## src/rtl/sarq_pkg.sv

```systemverilog
package sarq_pkg;

  typedef enum logic [1:0] {
    PH_IDLE   = 2'd0,
    PH_SAMPLE = 2'd1,
    PH_TRIAL  = 2'd2
  } sarq_phase_e;

  typedef struct packed {
    logic a1;
    logic a2;
  } sarq_arr_t;

  // Array use per phase: above-unity gain samples on both, converts on one;
  // unity-or-below samples on one, converts on both.
  function automatic sarq_arr_t arr_pick(input logic gain_hi, input logic sampling);
    sarq_arr_t r;
    r.a1 = 1'b1;
    r.a2 = sampling ? gain_hi : ~gain_hi;
    return r;
  endfunction

endpackage

```

## src/rtl/sarq_mode_map.sv

```systemverilog
module sarq_mode_map
  import sarq_pkg::*;
(
  input  logic        clk,
  input  logic        rst_n,
  input  sarq_phase_e phase,
  input  logic        gain_q,
  output logic        arr1_on,
  output logic        arr2_on
);

  sarq_arr_t pick;

  always_comb begin
    pick    = arr_pick(gain_q, phase == PH_SAMPLE);
    arr1_on = (phase != PH_IDLE) & pick.a1;
    arr2_on = (phase != PH_IDLE) & pick.a2;
  end

  // Array 2 must change state across the sample-to-trial boundary in either mode.
  AST_ARRAY_SWAP: assert property (@(posedge clk) disable iff (!rst_n)
    (phase == PH_TRIAL && $past(phase) == PH_SAMPLE) |-> (arr2_on != $past(arr2_on)));

  AST_ARRAY1_ACTIVE: assert property (@(posedge clk) disable iff (!rst_n)
    (phase != PH_IDLE) |-> arr1_on);

endmodule

```

## src/rtl/sarq_seq.sv

```systemverilog
module sarq_seq
  import sarq_pkg::*;
#(
  parameter int NBITS     = 4,
  parameter int SAMP_CYC  = 2,
  parameter int REGEN_CYC = 1
) (
  input  logic                     clk,
  input  logic                     rst_n,
  input  logic                     start,
  output sarq_phase_e              phase,
  output logic [$clog2(NBITS)-1:0] bit_idx,
  output logic                     start_acc,
  output logic                     decide,
  output logic                     last_dec
);

  localparam int IW   = $clog2(NBITS);
  localparam int CMAX = (SAMP_CYC > REGEN_CYC) ? SAMP_CYC : REGEN_CYC;
  localparam int CW   = $clog2(CMAX + 1);
  localparam logic [CW-1:0] SAMP_LAST  = CW'(SAMP_CYC - 1);
  localparam logic [CW-1:0] REGEN_LAST = CW'(REGEN_CYC - 1);
  localparam logic [IW-1:0] MSB_IDX    = IW'(NBITS - 1);

  sarq_phase_e ph_q;
  logic [CW-1:0] cnt_q;
  logic [IW-1:0] idx_q;

  always_comb begin
    start_acc = start && (ph_q == PH_IDLE);
    decide    = (ph_q == PH_TRIAL) && (cnt_q == REGEN_LAST);
    last_dec  = decide && (idx_q == '0);
  end

  always_ff @(posedge clk or negedge rst_n) begin
    if (!rst_n) begin
      ph_q  <= PH_IDLE;
      cnt_q <= '0;
      idx_q <= '0;
    end else begin
      unique case (ph_q)
        PH_IDLE: begin
          if (start_acc) begin
            ph_q  <= PH_SAMPLE;
            cnt_q <= '0;
          end
        end
        PH_SAMPLE: begin
          if (cnt_q == SAMP_LAST) begin
            ph_q  <= PH_TRIAL;
            cnt_q <= '0;
            idx_q <= MSB_IDX;
          end else begin
            cnt_q <= cnt_q + 1'b1;
          end
        end
        PH_TRIAL: begin
          if (decide) begin
            cnt_q <= '0;
            if (idx_q == '0) ph_q <= PH_IDLE;
            else             idx_q <= idx_q - 1'b1;
          end else begin
            cnt_q <= cnt_q + 1'b1;
          end
        end
        default: ph_q <= PH_IDLE;
      endcase
    end
  end

  assign phase   = ph_q;
  assign bit_idx = idx_q;

  AST_TRIAL_FROM_MSB: assert property (@(posedge clk) disable iff (!rst_n)
    (ph_q == PH_TRIAL && $past(ph_q) == PH_SAMPLE) |-> (idx_q == MSB_IDX));

  AST_BUSY_START_IGNORED: assert property (@(posedge clk) disable iff (!rst_n)
    (ph_q == PH_TRIAL && start) |=> (ph_q != PH_SAMPLE));

  AST_SAMPLE_ENTRY: assert property (@(posedge clk) disable iff (!rst_n)
    (ph_q == PH_IDLE && start) |=> (ph_q == PH_SAMPLE));

endmodule

```

## src/rtl/sarq_sar.sv

```systemverilog
module sarq_sar
  import sarq_pkg::*;
#(
  parameter int NBITS = 4
) (
  input  logic                     clk,
  input  logic                     rst_n,
  input  sarq_phase_e              phase,
  input  logic [$clog2(NBITS)-1:0] bit_idx,
  input  logic                     start_acc,
  input  logic                     decide,
  input  logic                     last_dec,
  input  logic                     cmp_hi,
  output logic [NBITS-1:0]         seg_on,
  output logic [NBITS-1:0]         result,
  output logic                     eoc
);

  localparam int IW = $clog2(NBITS);
  localparam logic [NBITS-1:0] MSB_WORD = {1'b1, {(NBITS-1){1'b0}}};

  function automatic logic [NBITS-1:0] trial_word(input logic [NBITS-1:0] kept,
                                                  input logic [IW-1:0]    idx);
    return kept | (NBITS'(1) << idx);
  endfunction

  logic [NBITS-1:0] sar_q, sar_nxt, res_q;
  logic             eoc_q;

  for (genvar b = 0; b < NBITS; b++) begin : g_bit
    always_comb begin
      if (start_acc)                        sar_nxt[b] = 1'b0;
      else if (decide && bit_idx == IW'(b)) sar_nxt[b] = cmp_hi;
      else                                  sar_nxt[b] = sar_q[b];
    end
  end

  always_ff @(posedge clk or negedge rst_n) begin
    if (!rst_n) begin
      sar_q <= '0;
      res_q <= '0;
      eoc_q <= 1'b0;
    end else begin
      sar_q <= sar_nxt;
      eoc_q <= last_dec;
      if (last_dec) res_q <= sar_nxt;
    end
  end

  assign seg_on = (phase == PH_TRIAL) ? trial_word(sar_q, bit_idx) : '0;
  assign result = res_q;
  assign eoc    = eoc_q;

  AST_EOC_SINGLE: assert property (@(posedge clk) disable iff (!rst_n)
    eoc_q |=> !eoc_q);

  AST_RESULT_HELD: assert property (@(posedge clk) disable iff (!rst_n)
    !eoc_q |-> $stable(res_q));

  AST_SAMPLE_SEG_QUIET: assert property (@(posedge clk) disable iff (!rst_n)
    (phase == PH_SAMPLE) |-> (seg_on == '0));

  AST_FIRST_TRIAL_CLEAR: assert property (@(posedge clk) disable iff (!rst_n)
    (phase == PH_TRIAL && $past(phase) == PH_SAMPLE) |-> (seg_on == MSB_WORD));

endmodule

```

## src/rtl/sarq_ctrl.sv

```systemverilog
module sarq_ctrl
  import sarq_pkg::*;
#(
  parameter int NBITS      = 4,
  parameter int SAMP_CYC   = 2,
  parameter int REGEN_CYC  = 1,
  parameter int PERIOD_CYC = 16
) (
  input  logic             clk,
  input  logic             rst_n,
  input  logic             start,
  input  logic             gain_hi,
  input  logic             cmp_hi,
  output logic             sample_on,
  output logic             arr1_on,
  output logic             arr2_on,
  output logic [NBITS-1:0] seg_on,
  output logic [NBITS-1:0] result,
  output logic             eoc,
  output logic             busy
);

  localparam int IW         = $clog2(NBITS);
  localparam int BUDGET_CYC = PERIOD_CYC / 2;
  localparam int LW         = $clog2(SAMP_CYC + NBITS * REGEN_CYC + BUDGET_CYC + 2);

  sarq_phase_e   phase;
  logic [IW-1:0] bit_idx;
  logic          start_acc, decide, last_dec;
  logic          gain_q;

  sarq_seq #(
    .NBITS    (NBITS),
    .SAMP_CYC (SAMP_CYC),
    .REGEN_CYC(REGEN_CYC)
  ) u_seq (
    .clk      (clk),
    .rst_n    (rst_n),
    .start    (start),
    .phase    (phase),
    .bit_idx  (bit_idx),
    .start_acc(start_acc),
    .decide   (decide),
    .last_dec (last_dec)
  );

  always_ff @(posedge clk or negedge rst_n) begin
    if (!rst_n)         gain_q <= 1'b0;
    else if (start_acc) gain_q <= gain_hi;
  end

  sarq_mode_map u_map (
    .clk    (clk),
    .rst_n  (rst_n),
    .phase  (phase),
    .gain_q (gain_q),
    .arr1_on(arr1_on),
    .arr2_on(arr2_on)
  );

  sarq_sar #(
    .NBITS(NBITS)
  ) u_sar (
    .clk      (clk),
    .rst_n    (rst_n),
    .phase    (phase),
    .bit_idx  (bit_idx),
    .start_acc(start_acc),
    .decide   (decide),
    .last_dec (last_dec),
    .cmp_hi   (cmp_hi),
    .seg_on   (seg_on),
    .result   (result),
    .eoc      (eoc)
  );

  assign sample_on = (phase == PH_SAMPLE);
  assign busy      = (phase != PH_IDLE);

  // Elapsed edges since the accepting edge, for the timing budget check.
  logic [LW-1:0] lat_q;
  always_ff @(posedge clk or negedge rst_n) begin
    if (!rst_n)         lat_q <= '0;
    else if (start_acc) lat_q <= '0;
    else if (busy)      lat_q <= lat_q + 1'b1;
  end

  AST_GAIN_HELD: assert property (@(posedge clk) disable iff (!rst_n)
    (busy && $past(busy)) |-> $stable(gain_q));

  AST_WITHIN_BUDGET: assert property (@(posedge clk) disable iff (!rst_n)
    eoc |-> (lat_q <= LW'(BUDGET_CYC)));

endmodule

```

## config.mk

```make
export PLATFORM = sky130hd
export DESIGN_NAME = sarq_ctrl
export DESIGN_NICKNAME = d
export VERILOG_FILES = /design/src/rtl/sarq_pkg.sv /design/src/rtl/sarq_mode_map.sv /design/src/rtl/sarq_seq.sv /design/src/rtl/sarq_sar.sv /design/src/rtl/sarq_ctrl.sv
export SDC_FILE = /design/constraint.sdc
export NUM_CORES = 1
export LEC_CHECK = 0
export ABC_AREA = 1
export BUFFER_PORTS_ARGS = -buffer_cell sky130_fd_sc_hd__buf_2
export CAP_MARGIN = 20
export CORE_MARGIN = 2
export CORE_UTILIZATION = 48
export CTS_CLUSTER_DIAMETER = 60
export DETAILED_ROUTE_END_ITERATION = 7
export PLACE_DENSITY = 0.73
export REMOVE_ABC_BUFFERS = 1
export SLEW_MARGIN = 20
export SYNTH_ARGS = -nofsm -noshare
export SYNTH_HDL_FRONTEND = slang
export SYNTH_SLANG_ARGS = --single-unit
```

## constraint.sdc

```tcl
create_clock -name clk -period 1.2 [get_ports clk]
set_input_delay 0.06 -clock clk [delete_from_list [all_inputs] [get_ports clk]]
set_output_delay 0.06 -clock clk [all_outputs]
set_load 0.02 [all_outputs]
```

==> run_results.csv <==
group,metric,value,unit
outcome,status,"finished, violations left",
outcome,violations,"negative setup slack",
setup_path,worstPathRequired,1.14,ns
pwr,p_total,4.593,mW
logic_synthesis,yosysWarnings,0,
global_route,antenna_found_initial,0,
clock_network,clock-sinks,16,
sta,tightest_slew,0.3778,ns
detailed_routing,drc,0,
setup_path,cp-end-kind,"output port",
clock_network,htreeDepth,1,
detailed_routing,dr.pass1.iters,4,
logic_synthesis,yosysTopAreaCell,"dfrtp_1",
detailed_routing,avgRoutedWirePerCell,18.96,um
global_route,overflow,0,
clock_network,clk_pin_slew,0.11,ns
setup_path,crit_path_start,"u_seq.phase[1]$_DFFE_PN0P_",
logic_synthesis,ys_ff_latch,16,
sta,fin_crit,1.544,ns
detailed_routing,wl,3.830,mm
setup_path,r2r_cells,8,
global_route,grt_pass1_vias,1020,
logic_synthesis,synthTopCellsByArea,"dfrtp_1 40%, ha_1 16%, nand2_1 14%",
logic_synthesis,synth_top_family_by_area,"simple AND/OR/NAND/NOR gates",
layout,finalNetCount,194,
sta,worst_slack,-0.3436,ns
detailed_routing,vias,1147,
setup_path,path_max_fanout,5,
placed_design,hpwl,1.608,mm
die,die_area,2478,um2
logic_synthesis,synthMuxAreaShare,0,%
logic_synthesis,yosysUniqueCellTypes,19,
die,rows,16,
setup_path,crit_type,"flip-flop to output port",
layout,fill_cells,100,
detailed_routing,dr.first_iter.drc_count,54,
layout,drive_gt1_share,56.00,%
logic_synthesis,synthAdderAreaFrac,16.17,%
min_path,min_from,"cmp_hi",
setup_path,start_kind,"flip-flop",
logic_synthesis,yosysTopAreaCellShare,39.80,%
layout,area_growth,60.20,%
min_path,hold_class,"input pin to flip-flop",
global_route,grt_usage,24.60,%
clock_network,clockBufferDepth,2,
global_route,grt_max_degree,17,
job,drv_cap,0,
die,start_util,51.28,%
die,die_w,49.78,um
sta,slew_viol_final,0,
logic_synthesis,synth_area,1006,um2
clock_network,clk_latency,0.30,ns
logic_synthesis,synth_compound_area_share,7.090,%
setup_path,crit_arrival,1.48,ns
logic_synthesis,synthCells,126,
die,core,1962,um2
min_path,holdPathStages,3,
clock_network,cts_buffers,3,
sta,hold_viol_final,0,
layout,seq_area,400.4,um2
sta,slew_headroom,74.81,%
logic_synthesis,seq_area_frac_synth,39.80,%
logic_synthesis,syn-mean-instance-area,7.984,um2
placed_design,placed_area,1232,um2
die,die_y,49.78,um
layout,multiInputGateArea,688.2,um2
pwr,p_leak,0.8179,nW
die,ios,18,
sta,grt_setup_unrepaired,"true",
detailed_routing,detail_route.vias_per_cell,5.678,
logic_synthesis,synth-simple-area-share,30.10,%
layout,final_area,1612,um2
pwr,p_per_area,2850,nW/um2
sta,finalSetupViolations,24,
placed_design,io_buffers,17,
placed_design,gp_congestion,0.8905,
clock_network,cts_tree,"yes",
logic_synthesis,synth_xor_area_share,0,%
sta,finalClockSkew,0.006423,ns
layout,num_antenna_cells,0,
placed_design,place_ws,-0.2357,ns
global_route,grt_pass1_wl,4.671,mm
sta,fmax,647.8,MHz
detailed_routing,ant_nets,0,
clock_network,root_buffer,"clkbuf_4",
pwr,ir_drop,2.211,mV
setup_path,r2r_start,"u_seq.phase[0]$_DFFE_PN0P_",
sta,period_share,128.6,%
routing by layer:
metal  up-vias  share of wire (%)  wire [um]  track usage [%]
li1        496                  -          -                -
met1       550                 36       1390            31.60
met2        76                 51       1971            43.33
met3        25                7.8        298            3.030
met4         0                4.4        169            6.481
met5         -                  0          0                0
final timing paths:
kind	end	slack [ns]
min	u_sar.sar_q[0]$_DFF_PN0_	0.06
max	arr2_on	-0.34
max in group asynchronous	u_seq.bit_idx[0]$_DFFE_PN0P_	0.69
min reg2reg	u_sar.result[3]$_DFFE_PN0P_	0.52
max reg2reg	u_sar.result[3]$_DFFE_PN0P_	-0.27
min in group asynchronous	u_seq.phase[0]$_DFFE_PN0P_	0.23
sequential cells by signal, summed over array words and instances, names as in the netlist:
name	flops
u_seq.phase	2
u_sar.result	4
gain_q	1
u_seq.cnt_q	2
u_seq.bit_idx	2
u_sar.sar_q	4
u_sar.eoc	1
cell type report:
class                   count  share of cell area [%]
inverters                  15                   4.270
clock buffers               4                   2.252
repair buffers             47                   23.84
flip-flops and latches     16                   24.84
multi-input cells          93                   42.70
well taps                  27                   2.096
critical path, stage by stage, from the launching register on:
cell,delay [ns]
dfrtp_1,0.43
inv_2,0.14
ha_4,0.20
o21ai_2,0.08
a21oi_1,0.16
buf_4,0.17
per-stage QoR:
stage | TNS, ns | std cells | utilization [%] | hold slack (ns)
final | -4.599 | 202 | 82.14 | 0.06130
after global placement | -2.335 | 184 | 62.82 | -0.005127
after global routing | -5.684 | 202 | 82.14 | 0.06615
after detailed placement | -3.240 | 184 | 62.82 | -0.003039
after floorplan | -1.449 | 124 | - | -0.2356
after CTS | -3.414 | 198 | 75.45 | 0.05131
placed cells by master, fill, tap and decap left out:
cell | netlist | layout
nand2_2 | 6 | 12
nand2_1 | 37 | 28
ha_4 | 0 | 3
buf_6 | 0 | 13
and2_4 | 1 | 1
buf_2 | 1 | 9
nand3_2 | 0 | 3
nand3_1 | 11 | 8
clkbuf_8 | 0 | 1
nand2_4 | 0 | 3
a21boi_2 | 0 | 1
dlygate4sd3_1 | 0 | 2
inv_4 | 0 | 3
nor2_1 | 7 | 2
inv_2 | 3 | 4
inv_1 | 12 | 7
ha_2 | 0 | 6
nand4_1 | 3 | 3
nor2_2 | 1 | 3
buf_4 | 1 | 23
o21ai_1 | 3 | 3
nor2_4 | 1 | 4
a21oi_1 | 6 | 4
clkbuf_4 | 0 | 3
dfrtp_1 | 16 | 16
inv_6 | 0 | 1
ha_1 | 13 | 4
o21ai_2 | 0 | 2
a21oi_2 | 1 | 3
repair_timing:
| action | in CTS | in global routing |
|---|---|---|
| endpoints found under the setup margin | 24 | 24 |
| setup buffers | 8 | 4 |
| hold buffers | 2 | 0 |
| gates cloned | 0 | 0 |
| endpoints found under the hold margin | 17 | 0 |
| pin swaps | 12 | 14 |
| resized for setup | 43 | 31 |
cells by family (layout without fill, tap and decap cells):
| family | count (synthesis) | after routing |
|---|---|---|
| simple gates | 67 | 67 |
| buf+inv | 17 | 66 |
| flops | 16 | 16 |
| fa+ha+maj | 13 | 13 |
| compound gates | 13 | 13 |
Yosys cell counts:
cell type	instances
nor2_2	1
nand2_1	37
nand2_2	6
o21ai_1	3
nand4_1	3
ha_1	13
inv_2	3
a21oi_2	1
nor2_1	7
buf_2	1
a21oi_1	6
dfrtp_1	16
nand3_1	11
inv_1	12
and2_4	1
buf_4	1
a21boi_0	1
nor2_4	1
o21ai_0	2
power breakdown:
part	switching, mW	internal [mW]
sequential	0.149	0.756
combinational	1.87	1.43
clock	0.201	0.185
total	2.22	2.37
No activity file was read; power rests on OpenSTA's default activity.
